[src/rtl/fsac_pkg.sv]
package fsac_pkg;
  typedef enum logic [1:0] {
    ST_WAIT = 2'd0,
    ST_HALT = 2'd1,
    ST_RUN  = 2'd2
  } fstate_t;
endpackage

[src/rtl/fsac_ctrl.sv]
module fsac_ctrl
  import fsac_pkg::*;
(
  input  logic clk,
  input  logic rst_n,
  input  logic exe_valid,
  input  logic exe_halt,
  input  logic dec_valid,
  input  logic can_issue,
  input  logic inflight_empty,
  output logic exe_take,
  output logic dec_take,
  output logic issue,
  output logic drained
);
  fstate_t state_q, state_d;

  // Execute redirects are always taken; decode ones lose to execute and are dropped while halted
  assign exe_take = exe_valid;
  assign dec_take = dec_valid && !exe_valid && (state_q != ST_HALT);
  assign issue    = (state_q == ST_RUN) && can_issue;
  assign drained  = (state_q == ST_HALT) && inflight_empty;

  always_comb begin
    state_d = state_q;
    if (exe_take)      state_d = exe_halt ? ST_HALT : ST_RUN;
    else if (dec_take) state_d = ST_RUN;
  end

  always_ff @(posedge clk) begin
    if (!rst_n) state_q <= ST_WAIT;
    else        state_q <= state_d;
  end

  assert_halt_entry_R8: assert property (@(posedge clk) disable iff (!rst_n)
    (exe_valid && exe_halt) |=> (!issue && (drained == inflight_empty)));
  assert_halt_sticky_R8: assert property (@(posedge clk) disable iff (!rst_n)
    (drained && !exe_valid) |=> (drained == inflight_empty));
  assert_no_issue_idle_R2: assert property (@(posedge clk) disable iff (!rst_n)
    (state_q != ST_RUN) |-> !issue);
  assert_exe_wins_R7: assert property (@(posedge clk) disable iff (!rst_n)
    (exe_valid && dec_valid) |-> !dec_take);
endmodule

[src/rtl/fsac_seq.sv]
module fsac_seq #(
  parameter int SEQ_W  = 8,
  parameter int LINE_W = 16
) (
  input  logic              clk,
  input  logic              rst_n,
  input  logic              exe_take,
  input  logic              dec_take,
  input  logic              issue,
  output logic [SEQ_W-1:0]  stream_q,
  output logic [SEQ_W-1:0]  pred_q,
  output logic [LINE_W-1:0] line_q
);
  always_ff @(posedge clk) begin
    if (!rst_n) begin
      stream_q <= '0;
      pred_q   <= '0;
      line_q   <= '0;
    end else begin
      if (exe_take)             stream_q <= stream_q + SEQ_W'(1);
      if (exe_take || dec_take) pred_q   <= pred_q + SEQ_W'(1);
      if (issue)                line_q   <= line_q + LINE_W'(1);
    end
  end

  assert_stream_hold_R6: assert property (@(posedge clk) disable iff (!rst_n)
    !exe_take |=> $stable(stream_q));
  assert_pred_step_R5: assert property (@(posedge clk) disable iff (!rst_n)
    (exe_take || dec_take) |=> (pred_q == $past(pred_q) + SEQ_W'(1)));
  assert_line_step_R9: assert property (@(posedge clk) disable iff (!rst_n)
    issue |=> (line_q == $past(line_q) + LINE_W'(1)));
  assert_line_hold_R9: assert property (@(posedge clk) disable iff (!rst_n)
    !issue |=> $stable(line_q));
endmodule

[src/rtl/fsac_pc.sv]
module fsac_pc #(
  parameter int ADDR_W = 32,
  parameter int SNAP   = 64,
  parameter int MAX_W  = 16,
  parameter int LEN_W  = $clog2(MAX_W) + 1
) (
  input  logic              clk,
  input  logic              rst_n,
  input  logic              exe_take,
  input  logic [ADDR_W-1:0] exe_target,
  input  logic              dec_take,
  input  logic [ADDR_W-1:0] dec_target,
  input  logic              issue,
  output logic [ADDR_W-1:0] pc_q,
  output logic [LEN_W-1:0]  len
);
  localparam int OFF_W = $clog2(SNAP);

  // Bytes from the address to the end of its snap block, capped at the maximum width
  function automatic logic [LEN_W-1:0] clip_len(input logic [ADDR_W-1:0] a);
    logic [OFF_W:0] room;
    room = (OFF_W+1)'(SNAP) - {1'b0, a[OFF_W-1:0]};
    if (room > (OFF_W+1)'(MAX_W)) return LEN_W'(MAX_W);
    else                          return room[LEN_W-1:0];
  endfunction

  assign len = clip_len(pc_q);

  always_ff @(posedge clk) begin
    if (!rst_n)        pc_q <= '0;
    else if (exe_take) pc_q <= exe_target;
    else if (dec_take) pc_q <= dec_target;
    else if (issue)    pc_q <= pc_q + ADDR_W'(len);
  end

  assert_len_in_snap_R3: assert property (@(posedge clk) disable iff (!rst_n)
    issue |-> ((len != '0) && (len <= LEN_W'(MAX_W)) &&
               ((ADDR_W+1)'(pc_q % SNAP) + (ADDR_W+1)'(len) <= (ADDR_W+1)'(SNAP))));
  assert_advance_R4: assert property (@(posedge clk) disable iff (!rst_n)
    (issue && !exe_take && !dec_take) |=> (pc_q == $past(pc_q) + ADDR_W'($past(len))));
  assert_exe_pc_R5: assert property (@(posedge clk) disable iff (!rst_n)
    exe_take |=> (pc_q == $past(exe_target)));
  assert_dec_pc_R6: assert property (@(posedge clk) disable iff (!rst_n)
    dec_take |=> (pc_q == $past(dec_target)));
endmodule

[src/rtl/fetch_stream_ctl.sv]
module fetch_stream_ctl #(
  parameter int ADDR_W = 32,
  parameter int SNAP   = 64,
  parameter int MAX_W  = 16,
  parameter int SEQ_W  = 8,
  parameter int LINE_W = 16,
  parameter int LEN_W  = $clog2(MAX_W) + 1
) (
  input  logic              clk,
  input  logic              rst_n,
  input  logic              exe_valid,
  input  logic              exe_halt,
  input  logic [ADDR_W-1:0] exe_target,
  input  logic              dec_valid,
  input  logic [ADDR_W-1:0] dec_target,
  input  logic              can_issue,
  input  logic              inflight_empty,
  output logic              req_valid,
  output logic [ADDR_W-1:0] req_addr,
  output logic [LEN_W-1:0]  req_len,
  output logic [SEQ_W-1:0]  req_stream,
  output logic [SEQ_W-1:0]  req_pred,
  output logic [LINE_W-1:0] req_line,
  output logic              drained
);
  // Named internal events shared by the submodules and their assertions
  logic exe_take, dec_take, issue;

  fsac_ctrl u_ctrl (
    .clk(clk), .rst_n(rst_n),
    .exe_valid(exe_valid), .exe_halt(exe_halt), .dec_valid(dec_valid),
    .can_issue(can_issue), .inflight_empty(inflight_empty),
    .exe_take(exe_take), .dec_take(dec_take), .issue(issue), .drained(drained)
  );

  fsac_seq #(.SEQ_W(SEQ_W), .LINE_W(LINE_W)) u_seq (
    .clk(clk), .rst_n(rst_n),
    .exe_take(exe_take), .dec_take(dec_take), .issue(issue),
    .stream_q(req_stream), .pred_q(req_pred), .line_q(req_line)
  );

  fsac_pc #(.ADDR_W(ADDR_W), .SNAP(SNAP), .MAX_W(MAX_W), .LEN_W(LEN_W)) u_pc (
    .clk(clk), .rst_n(rst_n),
    .exe_take(exe_take), .exe_target(exe_target),
    .dec_take(dec_take), .dec_target(dec_target),
    .issue(issue), .pc_q(req_addr), .len(req_len)
  );

  assign req_valid = issue;

  assert_stream_on_exe_R5: assert property (@(posedge clk) disable iff (!rst_n)
    exe_valid |=> (req_stream == $past(req_stream) + SEQ_W'(1)));
  assert_drain_needs_empty_R10: assert property (@(posedge clk) disable iff (!rst_n)
    drained |-> (inflight_empty && !req_valid));
endmodule

[config.mk]
export PLATFORM = sky130hd
export DESIGN_NAME = fetch_stream_ctl
export DESIGN_NICKNAME = d
export VERILOG_FILES = /design/src/rtl/fsac_pkg.sv /design/src/rtl/fsac_ctrl.sv /design/src/rtl/fsac_seq.sv /design/src/rtl/fsac_pc.sv /design/src/rtl/fetch_stream_ctl.sv
export SDC_FILE = /design/constraint.sdc
export NUM_CORES = 1
export LEC_CHECK = 0
export CELL_PAD_IN_SITES_DETAIL_PLACEMENT = 1
export CELL_PAD_IN_SITES_GLOBAL_PLACEMENT = 1
export CORE_UTILIZATION = 36
export DETAILED_ROUTE_END_ITERATION = 6
export PLACE_DENSITY = 0.91
export SKIP_LAST_GASP = 1
export SYNTH_ARGS = -nofsm -noshare
export SYNTH_HDL_FRONTEND = slang
export SYNTH_HIERARCHICAL = 1
export SYNTH_SLANG_ARGS = --single-unit
[constraint.sdc]
create_clock -name clk -period 7.1 [get_ports clk]
set_input_delay 2.13 -clock clk [delete_from_list [all_inputs] [get_ports clk]]
set_output_delay 2.13 -clock clk [all_outputs]
set_load 0.01 [all_outputs]
# [Yosys cells after proc, flatten, opt, wreduce, memory -nomap -nowiden]
# Cells that the tools add are included.
[word_totals] ff_bits=66 latch_bits=0 ramBits=0 mem_bits_ro=0 inputBits=71 out_inout_bits=71 wordCells=29 mem_count=0
[classes] n_addsub=5 multipliers=0 div_mod_pow=0 magnitude_cmp=1 n_eq_ne=3 shift=0 n_mux=7 bitwise=0 reduce_logical=8
[ops] op="2-to-1 mux 32 bit" count=3
[ops] op="adder 32 x 5 -> 32 bit" count=1
[ops] op="adder 16 x 1 -> 16 bit (second input constant)" count=1
[ops] op="adder 8 x 1 -> 8 bit (second input constant)" count=2
[ops] op="> comparator 7 x 5 -> 1 bit (second input constant)" count=1
[ops] op="subtractor 7 x 6 -> 7 bit (first input constant)" count=1
[ops] op="2-to-1 mux 2 bit" count=3
[ops] op="2-to-1 mux 5 bit" count=1
[ops] op="logical AND 1 bit" count=4
[ops] op="nonzero test 3 bit" count=1
[ops] op="equality test 2 x 1 -> 1 bit (second input constant)" count=1
[ops] op="equality test 2 bit (second input constant)" count=1
[ops] op="!= test 2 x 1 -> 1 bit (second input constant)" count=1
[ops] op="nonzero test 2 bit" count=1
[ops] op="logical NOT 1 bit" count=1
[ops] op="logical OR 1 bit" count=1

# [Logic depth before layout (Yosys ltp)]
[depth] word_depth=7 ltp_mapped=17 ltp_nobuf=15

# [Hierarchy]
# The synthesis kept the hierarchy.
[by_module_without_submodules] module="fsac_pc" instances=1 cells_each=431 area_each_um2=3079.2 seq_area_each_um2=640.6
[by_module_without_submodules] module="fsac_seq" instances=1 cells_each=154 area_each_um2=1388.8 seq_area_each_um2=640.6
[by_module_without_submodules] module="fsac_ctrl" instances=1 cells_each=14 area_each_um2=121.4 seq_area_each_um2=40.0

# [Worst setup path after synthesis]
# No wires, ideal clock.
[synth_timing] path_type="input to output" start="input port can_issue" end="output port req_valid" arrival_ns=2.578 setup_slack_ns=2.392 path_stages=2 n_path_buf=0 path_cell_list="nand2_1 nor2_1"
[synth_between] elab_chain_cells=1
[synth_lines] item="start: declaration" line_no="fetch_stream_ctl.sv:16" rtl="input logic can_issue,"
[synth_lines] item="logical AND 1 bit" line_no="fsac_ctrl.sv:21" rtl="assign issue = (state_q == ST_RUN) && can_issue;"
[synth_lines] item="end: declaration" line_no="fetch_stream_ctl.sv:18" rtl="output logic req_valid,"
# No other way between the ends.

# [Final worst setup path]
# Ends and elaborated chain as after synthesis.

==> impl_results.rst <==
.. list-table::
   :header-rows: 1

   * - Metric
     - Value
   * - Number of iterations in the first detailed-routing pass
     - 5
   * - Slew at the pin closest to its max-slew limit
     - 1190 ps
   * - Die Span X
     - 115 um
   * - Quantity of gates resized following cts
     - 0
   * - Area taken by multi-input logic gates
     - 3050 sq um
   * - CP endpoint kind
     - output port
   * - Total setup buffers inserted after CTS
     - 0
   * - Vias in the first global route
     - 5590
   * - Area share of the largest cell type after synthesis
     - 0.288
   * - Count of unique library cells instantiated by Yosys
     - 84
   * - Count of flip-flops with a built-in enable after synthesis
     - 0
   * - Most frequent CP cell
     - clkdlybuf4s50_1
   * - Effective utilization at floorplan
     - 0.376
   * - Fraction of final layout cells with drive strength greater than 1
     - 0.0552
   * - Port Buffer Count
     - 141
   * - Number of inserted diodes
     - 0
   * - Final setup violation count
     - 0
   * - Clock insertion delay at the later pin of the skew report
     - 330 ps
   * - Count of yosys warnings during synthesis
     - 6
   * - Antenna violation net count after detailed routing
     - 0
   * - Classification of the worst setup path
     - in2out
   * - Final layout net count
     - 797
   * - Data required time at the worst endpoint
     - 4970 ps
   * - Maximum VDD drop
     - 0.111 mV
   * - Slowest CP cell
     - clkdlybuf4s50_1
   * - Antenna violations before repair
     - 0
   * - Core footprint
     - 12200 sq um
   * - Global-route congestion overflow total
     - 0
   * - Cell Rows
     - 40
   * - List of cells traversed by the critical path
     - clkdlybuf4s50_1 -> nand2_1 -> nor2_2 -> clkdlybuf4s50_1
   * - Post-route fraction of the period consumed by the critical path
     - 0.765
   * - Fillcell total
     - 1505
   * - Final Max Slew Viols
     - 0
   * - Number of violations reported at the end of detailed-routing iteration 0
     - 385
   * - Buffers & Inverters on Critical Path
     - 2
   * - DP Wirelength
     - 12.8 mm
   * - Via density
     - 6.09
   * - Maximum clock insertion buffer count
     - 2
   * - Drc violations
     - 0
   * - Critical Path Max Stage Delay
     - 540 ps
   * - First-pass GRT wire length
     - 29.1 mm
   * - Final hold vios
     - 0
   * - Kind of cell with the highest combined delay on the critical path
     - buffers and inverters
   * - Routed vias
     - 5429
   * - GR Util All Layers
     - 0.283
   * - Max_cap viols
     - 0
   * - Core utilization of the finished layout
     - 0.526
   * - Overall power
     - 1180 uW
   * - Worst-path fanout max
     - 2
   * - Setup repair after global routing missed its margin
     - false
   * - Mean instance size in the synthesized netlist
     - 7.66 sq um
   * - Register bit total from synthesis
     - 66
   * - Kind of start point of the critical path
     - input pin
   * - Post-Synthesis Net Count
     - 677
   * - Wire length per cell after detailed routing
     - 21.1 um
   * - Final worst clock skew
     - 3.64 ps
   * - Drt total wl
     - 18.8 mm
   * - Hold Buf Count CTS
     - 0
   * - Global placement routability congestion
     - 0.849
   * - Number of ports placed on the die boundary
     - 142
   * - Synthesized instance count
     - 599
   * - Power per Cell Area
     - 184 nW/um^2
   * - Library cell with the largest summed area after synthesis
     - dfxtp_1
   * - Top post-synthesis cells by area
     - dfxtp_1, nand2_1, a21oi_1
   * - Relative slew slack
     - 0.201
   * - Static Leak
     - 0.00224 uW
   * - Clock root buffer master
     - clkbuf_16
   * - Number of buffers created by CTS
     - 9
   * - H-tree depth
     - 3
   * - Total die area
     - 13200 sq um
   * - Run status
     - complete, no violations
   * - FF/Latch Area
     - 1320 sq um
   * - Async set-reset flop share out of synthesis
     - 0
   * - Post-synthesis cell area
     - 4590 sq um
   * - Clock net sink count
     - 66
   * - Arrival time worst endpoint
     - 3300 ps
   * - Register area share after synthesis
     - 0.288
   * - Class of the most critical hold timing path
     - reg2reg
   * - TritonCTS clock tree
     - done
   * - Layout overhead on the synthesized area
     - 39.9%
   * - Die H
     - 115 um
   * - Highest clock rate
     - 184 MHz
   * - Largest net degree at the start of global routing
     - 66
   * - Final period demand of the worst path
     - 5430 ps
   * - Post-synth top flop
     - dfxtp_1
   * - Clock slew seen by the registers of the worst setup and hold paths
     - 60 ps
   * - Setup Total Neg Slack
     - 0 ps
## metal layers
| layer | vias to the layer above | wire [um] | track usage |
|---|---|---|---|
| met4 | 0 | 657 | 0.134 |
| li1 | 2482 | - | - |
| met3 | 54 | 955 | 0.0517 |
| met5 | - | 0 | 0 |
| met2 | 227 | 9240 | 0.490 |
| met1 | 2666 | 7980 | 0.340 |
## tightest hold or removal path, delay by kind of cell, from the launching register on
kind            cells  cell delay, ps
flops               1             320
compound gates      2             130
## logic make-up (layout without fill, tap and decap cells)
kind of cell | after synthesis | count (layout) | synth area share
AO/OA/AOI/OAI | 167 | 167 | 0.248
XOR/XNOR | 30 | 30 | 0.0573
adder cells (fa/ha/maj) | 7 | 7 | 0.0191
buffers and inverters | 53 | 178 | 0.0491
flip-flops | 66 | 66 | 0.288
multiplexers | 13 | 13 | 0.0294
AND/OR/NAND/NOR | 263 | 263 | 0.309
## sequential cells by signal, indices dropped and copies added (netlist names)
signal / count
u_ctrl/state_q: 2
u_pc/pc_q: 32
u_seq/line_q: 16
u_seq/pred_q: 8
u_seq/stream_q: 8
## Yosys cell counts (15+ instances only)
master / number
nand3_1: 31
clkbuf_1: 22
nand4_1: 16
nand2_1: 60
nor2_1: 47
or3_1: 18
nor3b_1: 15
o21ai_0: 34
a21oi_1: 40
dfxtp_1: 66
nor3_1: 20
xor2_1: 16
inv_1: 17
## cells in the final DEF, fill, tap and decap left out, types with 5 or more instances in the layout
master / synthesis / layout
a21boi_0: 5 / 5
a21oi_1: 40 / 40
a22o_1: 5 / 5
a22oi_1: 10 / 10
and3_1: 7 / 7
clkbuf_16: 0 / 9
clkdlybuf4s50_1: 0 / 140
dfxtp_1: 66 / 66
ha_1: 7 / 7
inv_1: 17 / 17
mux2i_1: 12 / 12
nand2_1: 60 / 60
nand2b_1: 6 / 6
nand3_1: 31 / 31
nand4_1: 16 / 16
nor2_1: 47 / 46
nor3_1: 20 / 20
nor3b_1: 15 / 15
o2111ai_1: 5 / 5
o211ai_1: 13 / 13
o21ai_0: 34 / 34
o22ai_1: 5 / 5
or3_1: 18 / 18
xnor2_1: 14 / 14
xor2_1: 16 / 16
## stage by stage
stage                     hold slack, ps  instance area (sq um)  setup WS (ps)  instances
after floorplan                      484                   4590           2390        599
after global placement               460                   6080           1680        876
after detailed placement             495                   6080           1660        876
after CTS                            503                   6420           1670        892
after global routing                 521                   6420           1620        892
final                                496                   6420           1670        892
## power by group
part / total, uW / switching, uW / internal [uW]
sequential: 424 / 36.2 / 388
clock: 507 / 178 / 329
combinational: 251 / 130 / 121
total: 1180 / 344 / 838
## final cells by class
cell class / instances / area share
multi-input combinational: 480 / 0.475
tap: 168 / 0.0327
sequential: 66 / 0.206
clock inverter: 5 / 0.0133
timing repair buffer: 145 / 0.224
clock buffer: 11 / 0.0394
inverter: 17 / 0.00994
## worst paths after layout
| path | startpoint | to | slack [ps] | depth (start not counted) |
|---|---|---|---|---|
| worst max-delay path | can_issue | req_valid | 1670 | 4 |
| worst min-delay path | u_seq/stream_q[7] | u_seq/stream_q[7] | 500 | 2 |
| worst max register to register | u_pc/pc_q[0] | u_pc/pc_q[14] | 2500 | 14 |
| worst min register to register | u_seq/stream_q[7] | u_seq/stream_q[7] | 500 | 2 |
Note: power is estimated with default switching activity, not from simulation.
